## src/rtl/vref_pkg.sv

```systemverilog
package vref_pkg;
  typedef enum logic [1:0] {
    ST_WAIT = 2'd0,
    ST_SOFT = 2'd1,
    ST_ON   = 2'd2
  } seq_state_t;

  localparam int PLANES    = 2;
  localparam int CORE_IDX  = 0;
  localparam int AUX_IDX   = 1;
endpackage

```

## src/rtl/vref_tick_gen.sv

```systemverilog
module vref_tick_gen #(
  parameter int TICK_DIV = 64
) (
  input  logic clk,
  input  logic rst,
  output logic tick_o
);
  localparam int CW = (TICK_DIV > 1) ? $clog2(TICK_DIV) : 1;
  localparam logic [CW-1:0] LAST = CW'(TICK_DIV - 1);

  logic [CW-1:0] cnt_q;

  always_ff @(posedge clk) begin
    if (rst || cnt_q == LAST) cnt_q <= '0;
    else                      cnt_q <= cnt_q + 1'b1;
  end

  assign tick_o = (cnt_q == LAST);

  generate
    if (TICK_DIV > 1) begin : g_space
      p_tick_spacing_r3: assert property (@(posedge clk) disable iff (rst)
        tick_o |=> !tick_o);
    end
  endgenerate
endmodule

```

## src/rtl/vref_slew.sv

```systemverilog
module vref_slew #(
  parameter int CODE_W = 8
) (
  input  logic              clk,
  input  logic              rst,
  input  logic              clr_i,
  input  logic              tick_i,
  input  logic [CODE_W-1:0] tgt_i,
  output logic [CODE_W-1:0] ref_o,
  output logic              at_tgt_o
);
  logic [CODE_W-1:0] cur_q;

  always_ff @(posedge clk) begin
    if (rst || clr_i) begin
      cur_q <= '0;
    end else if (tick_i) begin
      if (cur_q < tgt_i)      cur_q <= cur_q + 1'b1;
      else if (cur_q > tgt_i) cur_q <= cur_q - 1'b1;
    end
  end

  assign ref_o    = cur_q;
  assign at_tgt_o = (cur_q == tgt_i);

  p_one_lsb_step_r3: assert property (@(posedge clk) disable iff (rst)
    !clr_i |=> (ref_o == $past(ref_o) || ref_o == $past(ref_o) + CODE_W'(1)
                || ref_o == $past(ref_o) - CODE_W'(1)));

  p_no_move_without_tick_r3: assert property (@(posedge clk) disable iff (rst)
    (!clr_i && !tick_i) |=> $stable(ref_o));
endmodule

```

## src/rtl/vref_boot_latch.sv

```systemverilog
module vref_boot_latch #(
  parameter int CODE_W    = 8,
  parameter int BOOT_TOP  = 176,
  parameter int BOOT_STEP = 16
) (
  input  logic              clk,
  input  logic              rst,
  input  logic              capture_i,
  input  logic [1:0]        pins_i,
  output logic [CODE_W-1:0] decoded_o,
  output logic [CODE_W-1:0] level_o
);
  logic [CODE_W-1:0] level_q;

  assign decoded_o = CODE_W'(BOOT_TOP - int'(pins_i) * BOOT_STEP);

  always_ff @(posedge clk) begin
    if (rst)            level_q <= '0;
    else if (capture_i) level_q <= decoded_o;
  end

  assign level_o = level_q;

  p_level_only_on_capture_r2: assert property (@(posedge clk) disable iff (rst)
    !capture_i |=> $stable(level_o));
endmodule

```

## src/rtl/vref_seq.sv

```systemverilog
module vref_seq #(
  parameter int CODE_W    = 8,
  parameter int TICK_DIV  = 64,
  parameter int BOOT_TOP  = 176,
  parameter int BOOT_STEP = 16
) (
  input  logic              clk,
  input  logic              rst,
  input  logic              en_i,
  input  logic              boot_clk_pin_i,
  input  logic              boot_dat_pin_i,
  input  logic              host_ok_i,
  input  logic              cmd_valid_i,
  input  logic [1:0]        cmd_plane_i,
  input  logic [CODE_W-1:0] cmd_code_i,
  input  logic              cmd_off_i,
  output logic [CODE_W-1:0] core_ref_o,
  output logic [CODE_W-1:0] aux_ref_o,
  output logic              core_off_o,
  output logic              pgood_o
);
  import vref_pkg::*;

  seq_state_t                    state_q;
  logic                          en_prev_q;
  logic                          en_rise;
  logic                          capture;
  logic                          pgood_q;
  logic                          core_off_q;
  logic [PLANES-1:0][CODE_W-1:0] tgt_q;
  logic [PLANES-1:0][CODE_W-1:0] ref_w;
  logic [PLANES-1:0]             at_w;
  logic [CODE_W-1:0]             boot_dec;
  logic [CODE_W-1:0]             boot_lvl;
  logic                          tick;

  assign en_rise = en_i && !en_prev_q;
  assign capture = (state_q == ST_WAIT) && en_rise;

  vref_tick_gen #(.TICK_DIV(TICK_DIV)) u_tick (
    .clk    (clk),
    .rst    (rst),
    .tick_o (tick)
  );

  vref_boot_latch #(
    .CODE_W(CODE_W), .BOOT_TOP(BOOT_TOP), .BOOT_STEP(BOOT_STEP)
  ) u_boot (
    .clk       (clk),
    .rst       (rst),
    .capture_i (capture),
    .pins_i    ({boot_clk_pin_i, boot_dat_pin_i}),
    .decoded_o (boot_dec),
    .level_o   (boot_lvl)
  );

  generate
    for (genvar p = 0; p < PLANES; p++) begin : g_plane
      vref_slew #(.CODE_W(CODE_W)) u_slew (
        .clk      (clk),
        .rst      (rst),
        .clr_i    (!en_i),
        .tick_i   (tick),
        .tgt_i    (tgt_q[p]),
        .ref_o    (ref_w[p]),
        .at_tgt_o (at_w[p])
      );
    end
  endgenerate

  always_ff @(posedge clk) begin
    if (rst) en_prev_q <= 1'b0;
    else     en_prev_q <= en_i;
  end

  always_ff @(posedge clk) begin
    if (rst || !en_i) begin
      state_q    <= ST_WAIT;
      tgt_q      <= '0;
      core_off_q <= 1'b0;
      pgood_q    <= 1'b0;
    end else begin
      case (state_q)
        ST_WAIT: begin
          if (en_rise) begin
            tgt_q[CORE_IDX] <= boot_dec;
            tgt_q[AUX_IDX]  <= boot_dec;
            state_q         <= ST_SOFT;
          end
        end
        ST_SOFT: begin
          if (&at_w) begin
            pgood_q <= 1'b1;
            state_q <= ST_ON;
          end
        end
        ST_ON: begin
          if (!host_ok_i) begin
            tgt_q[CORE_IDX] <= boot_lvl;
            tgt_q[AUX_IDX]  <= boot_lvl;
            core_off_q      <= 1'b0;
          end else if (cmd_valid_i) begin
            if (cmd_plane_i[CORE_IDX]) begin
              core_off_q      <= cmd_off_i;
              tgt_q[CORE_IDX] <= cmd_off_i ? '0 : cmd_code_i;
            end
            if (cmd_plane_i[AUX_IDX] && !cmd_off_i) begin
              tgt_q[AUX_IDX] <= cmd_code_i;
            end
          end
        end
        default: state_q <= ST_WAIT;
      endcase
    end
  end

  assign core_ref_o = ref_w[CORE_IDX];
  assign aux_ref_o  = ref_w[AUX_IDX];
  assign core_off_o = core_off_q;
  assign pgood_o    = pgood_q;

  p_pgood_at_boot_r4: assert property (@(posedge clk) disable iff (rst)
    $rose(pgood_o) |-> (core_ref_o == boot_lvl && aux_ref_o == boot_lvl));

  p_no_pgood_while_waiting_r4: assert property (@(posedge clk) disable iff (rst)
    (state_q == ST_WAIT) |-> !pgood_o);

  p_off_keeps_pgood_r7: assert property (@(posedge clk) disable iff (rst)
    (state_q == ST_ON && en_i && host_ok_i && cmd_valid_i && cmd_off_i) |=> pgood_o);

  p_fallback_target_r8: assert property (@(posedge clk) disable iff (rst)
    (state_q == ST_ON && en_i && !host_ok_i) |=>
      (tgt_q[CORE_IDX] == boot_lvl && tgt_q[AUX_IDX] == boot_lvl && !core_off_o));

  p_disable_clears_r11: assert property (@(posedge clk) disable iff (rst)
    !en_i |=> (core_ref_o == '0 && aux_ref_o == '0 && !pgood_o));
endmodule

```

## config.mk

```make
export PLATFORM = sky130hd
export DESIGN_NAME = vref_seq
export DESIGN_NICKNAME = d
export VERILOG_FILES = /design/src/rtl/vref_pkg.sv /design/src/rtl/vref_tick_gen.sv /design/src/rtl/vref_slew.sv /design/src/rtl/vref_boot_latch.sv /design/src/rtl/vref_seq.sv
export SDC_FILE = /design/constraint.sdc
export NUM_CORES = 1
export LEC_CHECK = 0
export BUFFER_PORTS_ARGS = -buffer_cell sky130_fd_sc_hd__buf_2
export CORE_ASPECT_RATIO = 1.5
export CORE_MARGIN = 5
export CORE_UTILIZATION = 40
export DETAILED_ROUTE_END_ITERATION = 10
export HOLD_SLACK_MARGIN = 0.03
export PLACE_DENSITY = 0.57
export REMOVE_ABC_BUFFERS = 1
export SLEW_MARGIN = 10
export SYNTH_ARGS = -nofsm -noshare
export SYNTH_HDL_FRONTEND = slang
export SYNTH_SLANG_ARGS = --single-unit
```

## constraint.sdc

```tcl
create_clock -name clk -period 7.9 [get_ports clk]
set_clock_uncertainty 0.2 [all_clocks]
set_input_delay 1.58 -clock clk [delete_from_list [all_inputs] [get_ports clk]]
set_output_delay 1.58 -clock clk [all_outputs]
set_load 0.02 [all_outputs]
```

==> impl_results.md <==
* Hold-fix buffers, CTS at 0
* CP max stage cell: dfxtp_1
* CP max stage delay at between 0.4 and 0.5 ns
* Share of Yosys cell area claimed by the top area cell type at between 30% and 40%
* Seq. cell area at around 920 um2
* DR pass1 iterations at 4
* Power per cell area at about 150 nW/um2
* Die width at 78.36 um
* Setup TNS Final at 0 ns
* Final worst path period need at approximately 3.5 ns
* Slew Limit Fails at 0
* Worst hold slack at around 0.25 ns
* Fraction of layout cells with a size suffix above 1 at 13.77%
* Clk slew on worst S/H paths at ~0.09 ns
* CP max FO at 10
* R2R setup slack at 4.43 ns
* Top FF cell, synth: dfxtp_1
* Final net count at roughly 410
* Crit. End Element: register
* Num rows at 37
* Placed Instance Area at roughly 3000 um2
* Dpl hpwl at 5091 um
* Max Clock Freq at 0.2885 GHz
* Leakage at 1.351 nW
* Post-synth EDFFs at 0
* Filler Cells Inserted at between 700 and 800
* Core ar. at approximately 7000 um2
* Skew-Pair Late Insertion Delay at around 0.3 ns
* Setup crit start kind: register
* VDD IR max at approximately 0.097 mV
* First-pass GRT wire length at approximately 11,000 um
* Final Hold Violating Endpoints at 0
* CTS max path bufs at 2
* Slew headroom at about three fifths
* Initial Util at between 40% and 50%
* Post-synth ARST share at 0%
* Port Buf Inserts at 35
* Root buffer cell: clkbuf_8
* Post-route DRC at 0
* Worst setup margin at ~4.4 ns
* Worst slew pin tran at between 0.6 and 0.7 ns
* Synth Instances at 331
* Setup Buffers After CTS at 0
* Most common cell in the netlist: dfxtp_1
* CTS tree: done
* Distinct cell type count after synthesis at 46
* Largest cells by area after synthesis: dfxtp_1 33%, ha_1 13%, a21oi_1 7.5%
* RSZ-0062 raised after global routing: false
* Period utilisation layout at between 40% and 50%
* CP Cell Sequence: ha_1, nor2b_1, o31ai_1, a21o_1, nand2_1, ha_1, a21o_1, a21oi_1, o31a_1, nor2b_1, a221oi_1, o311ai_0
* Vias in the first global route at between 2k and 2.5k
* Vias post-DR at roughly 2.3k
* CTS H-tree lvls at 2
* Total CTS buffers at 5
* Worst Path Buf+Inv at 0
* YS warnings at 0
* Avg Inst Size Synth at 8.471 um2
* Critical Path AT at about 3.4 ns
* Antenna violations before repair at 0
* Register area share after synthesis at 32.84%
* DIE HEIGHT at around 110 um
* Die area at 8819 um2
* Status: completed
* Post-CTS sizing at 0
* Final instance area at roughly 3100 um2
* Cell family with most CP delay: compound AO/OA/AOI/OAI gates
* Via/cell ratio at roughly 5.3
* Layout area overhead at 11.47%
* GPL Wtd Cong at 0.8339
* Final setup violation count at 0
* Detailed Route WL at roughly 6500 um
* Final ANT Viol Nets at 0
* Final Non-Filler Cells at around 440
* Area of the multi-input gates at ~1700 um2
* Setup Crit Path Kind: reg -> reg
* Leading area contributor after synthesis: dfxtp_1
* Min-delay worst type: reg -> reg
* Synth cell count leaders: 46 x dfxtp_1, 42 x a21oi_1, 38 x nor2_1
* Max_cap viols at 0
* Largest net degree at the start of global routing at 37
* CP Data Required Time at slightly below 8 ns
* Post-Syn Area at 2804 um2
* Antenna cells at 0
* Pre-CTS setup slack at 4.443 ns
* Number of top-level pins at 36
* Dpl cells at around 430
* Clk sinks at 46
* GRT Util Overall at 15.40%
* GRT overflow at 0
* WL/cell at around 15 um
* DRT iter0 DRCs at between 50 and 60
* Synth Register Bits at 46
==> power by group <==
group	switching [mW]	internal, mW
combinational	0.0356	0.0225
sequential	0.00266	0.236
clock	0.0821	0.0945
==> sequential cells by signal, indices dropped and copies added, names as in the netlist <==
| register | flops |
|---|---|
| u_tick.cnt_q | 6 |
| tgt_q | 16 |
| u_boot.level_o | 3 |
| en_prev_q | 1 |
| core_off_o | 1 |
| state_q | 2 |
| pgood_o | 1 |
| g_plane.u_slew.ref_o | 16 |
==> worst paths after layout <==
| check | startpoint | endpoint | depth (start not counted) |
|---|---|---|---|
| max | g_plane[1].u_slew.ref_o[1] | g_plane[1].u_slew.ref_o[7] | 12 |
| min | u_tick.cnt_q[0] | u_tick.cnt_q[0] | 1 |
| max reg2reg | g_plane[1].u_slew.ref_o[1] | g_plane[1].u_slew.ref_o[7] | 12 |
| min reg2reg | u_tick.cnt_q[0] | u_tick.cnt_q[0] | 1 |
==> per-layer routing <==
metal / wire length (um) / part of all wire [%] / track usage [%] / up-vias
li1: - / - / - / 1220
met1: 2758 / 43 / 17.15 / 1072
met2: 3437 / 53 / 28.72 / 29
met3: 142 / 2.2 / 2.729 / 10
met4: 133 / 2.1 / 5.601 / 0
met5: 0 / 0 / 0 / -
==> cell type report <==
| cell class | instances | share of cell area, % |
|---|---|---|
| Clock buffer | 6 | 2.322 |
| Clock inverter | 2 | 1.201 |
| Inverter | 24 | 2.882 |
| Multi-Input combinational cell | 249 | 55.16 |
| Sequential cell | 46 | 29.46 |
| Tap cell | 78 | 3.122 |
| Timing Repair Buffer | 36 | 5.845 |
==> metrics by stage <==
| step | power, mW | util, % |
|---|---|---|
| after CTS | 0.4786 | 45.62 |
| after detailed placement | 0.3030 | 44.01 |
| final | 0.4736 | 45.62 |
| after floorplan | 0.2843 | - |
| after global placement | 0.3023 | 44.01 |
| after global routing | 0.4971 | 45.62 |
==> cells by family (layout without fill, tap and decap cells) <==
family          Yosys count  count (layout)  share of synthesized area, %
compound gates           81              81                         18.12
xor+xnor                 16              16                         4.998
fa+ha+maj                31              31                         14.37
buf+inv                  36              68                         5.667
flops                    46              46                         32.84
mux                      10              10                         3.570
simple gates            111             111                         20.44
==> layout by cell type, fill, tap and decap left out, types with 2 or more instances in the layout <==
master     n
nor2_1    38
nand4b_1   2
nand4_1    5
nand2_1   16
inv_1     24
fa_1       2
ha_1      29
and2b_2    3
dfxtp_1   46
nor3_1     5
a21o_1     5
o31a_1     2
o21a_1     4
xor2_1     3
o21ai_0    7
nor2b_1    7
o211ai_1   2
nand2b_1  12
xnor2_1   13
clkbuf_8   5
nand3_1   13
buf_2     35
a211oi_1   6
a221oi_1   2
and4_1     2
mux2i_1   10
and3_1     3
a21oi_1   42
and2_1     3
==> worst reg2reg max path: stages (launching register included) <==
cell,delay [ns]
dfxtp_1,0.45
ha_1,0.28
nor2b_1,0.14
o31ai_1,0.29
a21o_1,0.18
nand2_1,0.24
ha_1,0.37
a21o_1,0.17
a21oi_1,0.28
o31a_1,0.25
nor2b_1,0.06
a221oi_1,0.24
o311ai_0,0.17
No activity file was read; power rests on OpenSTA's default activity.
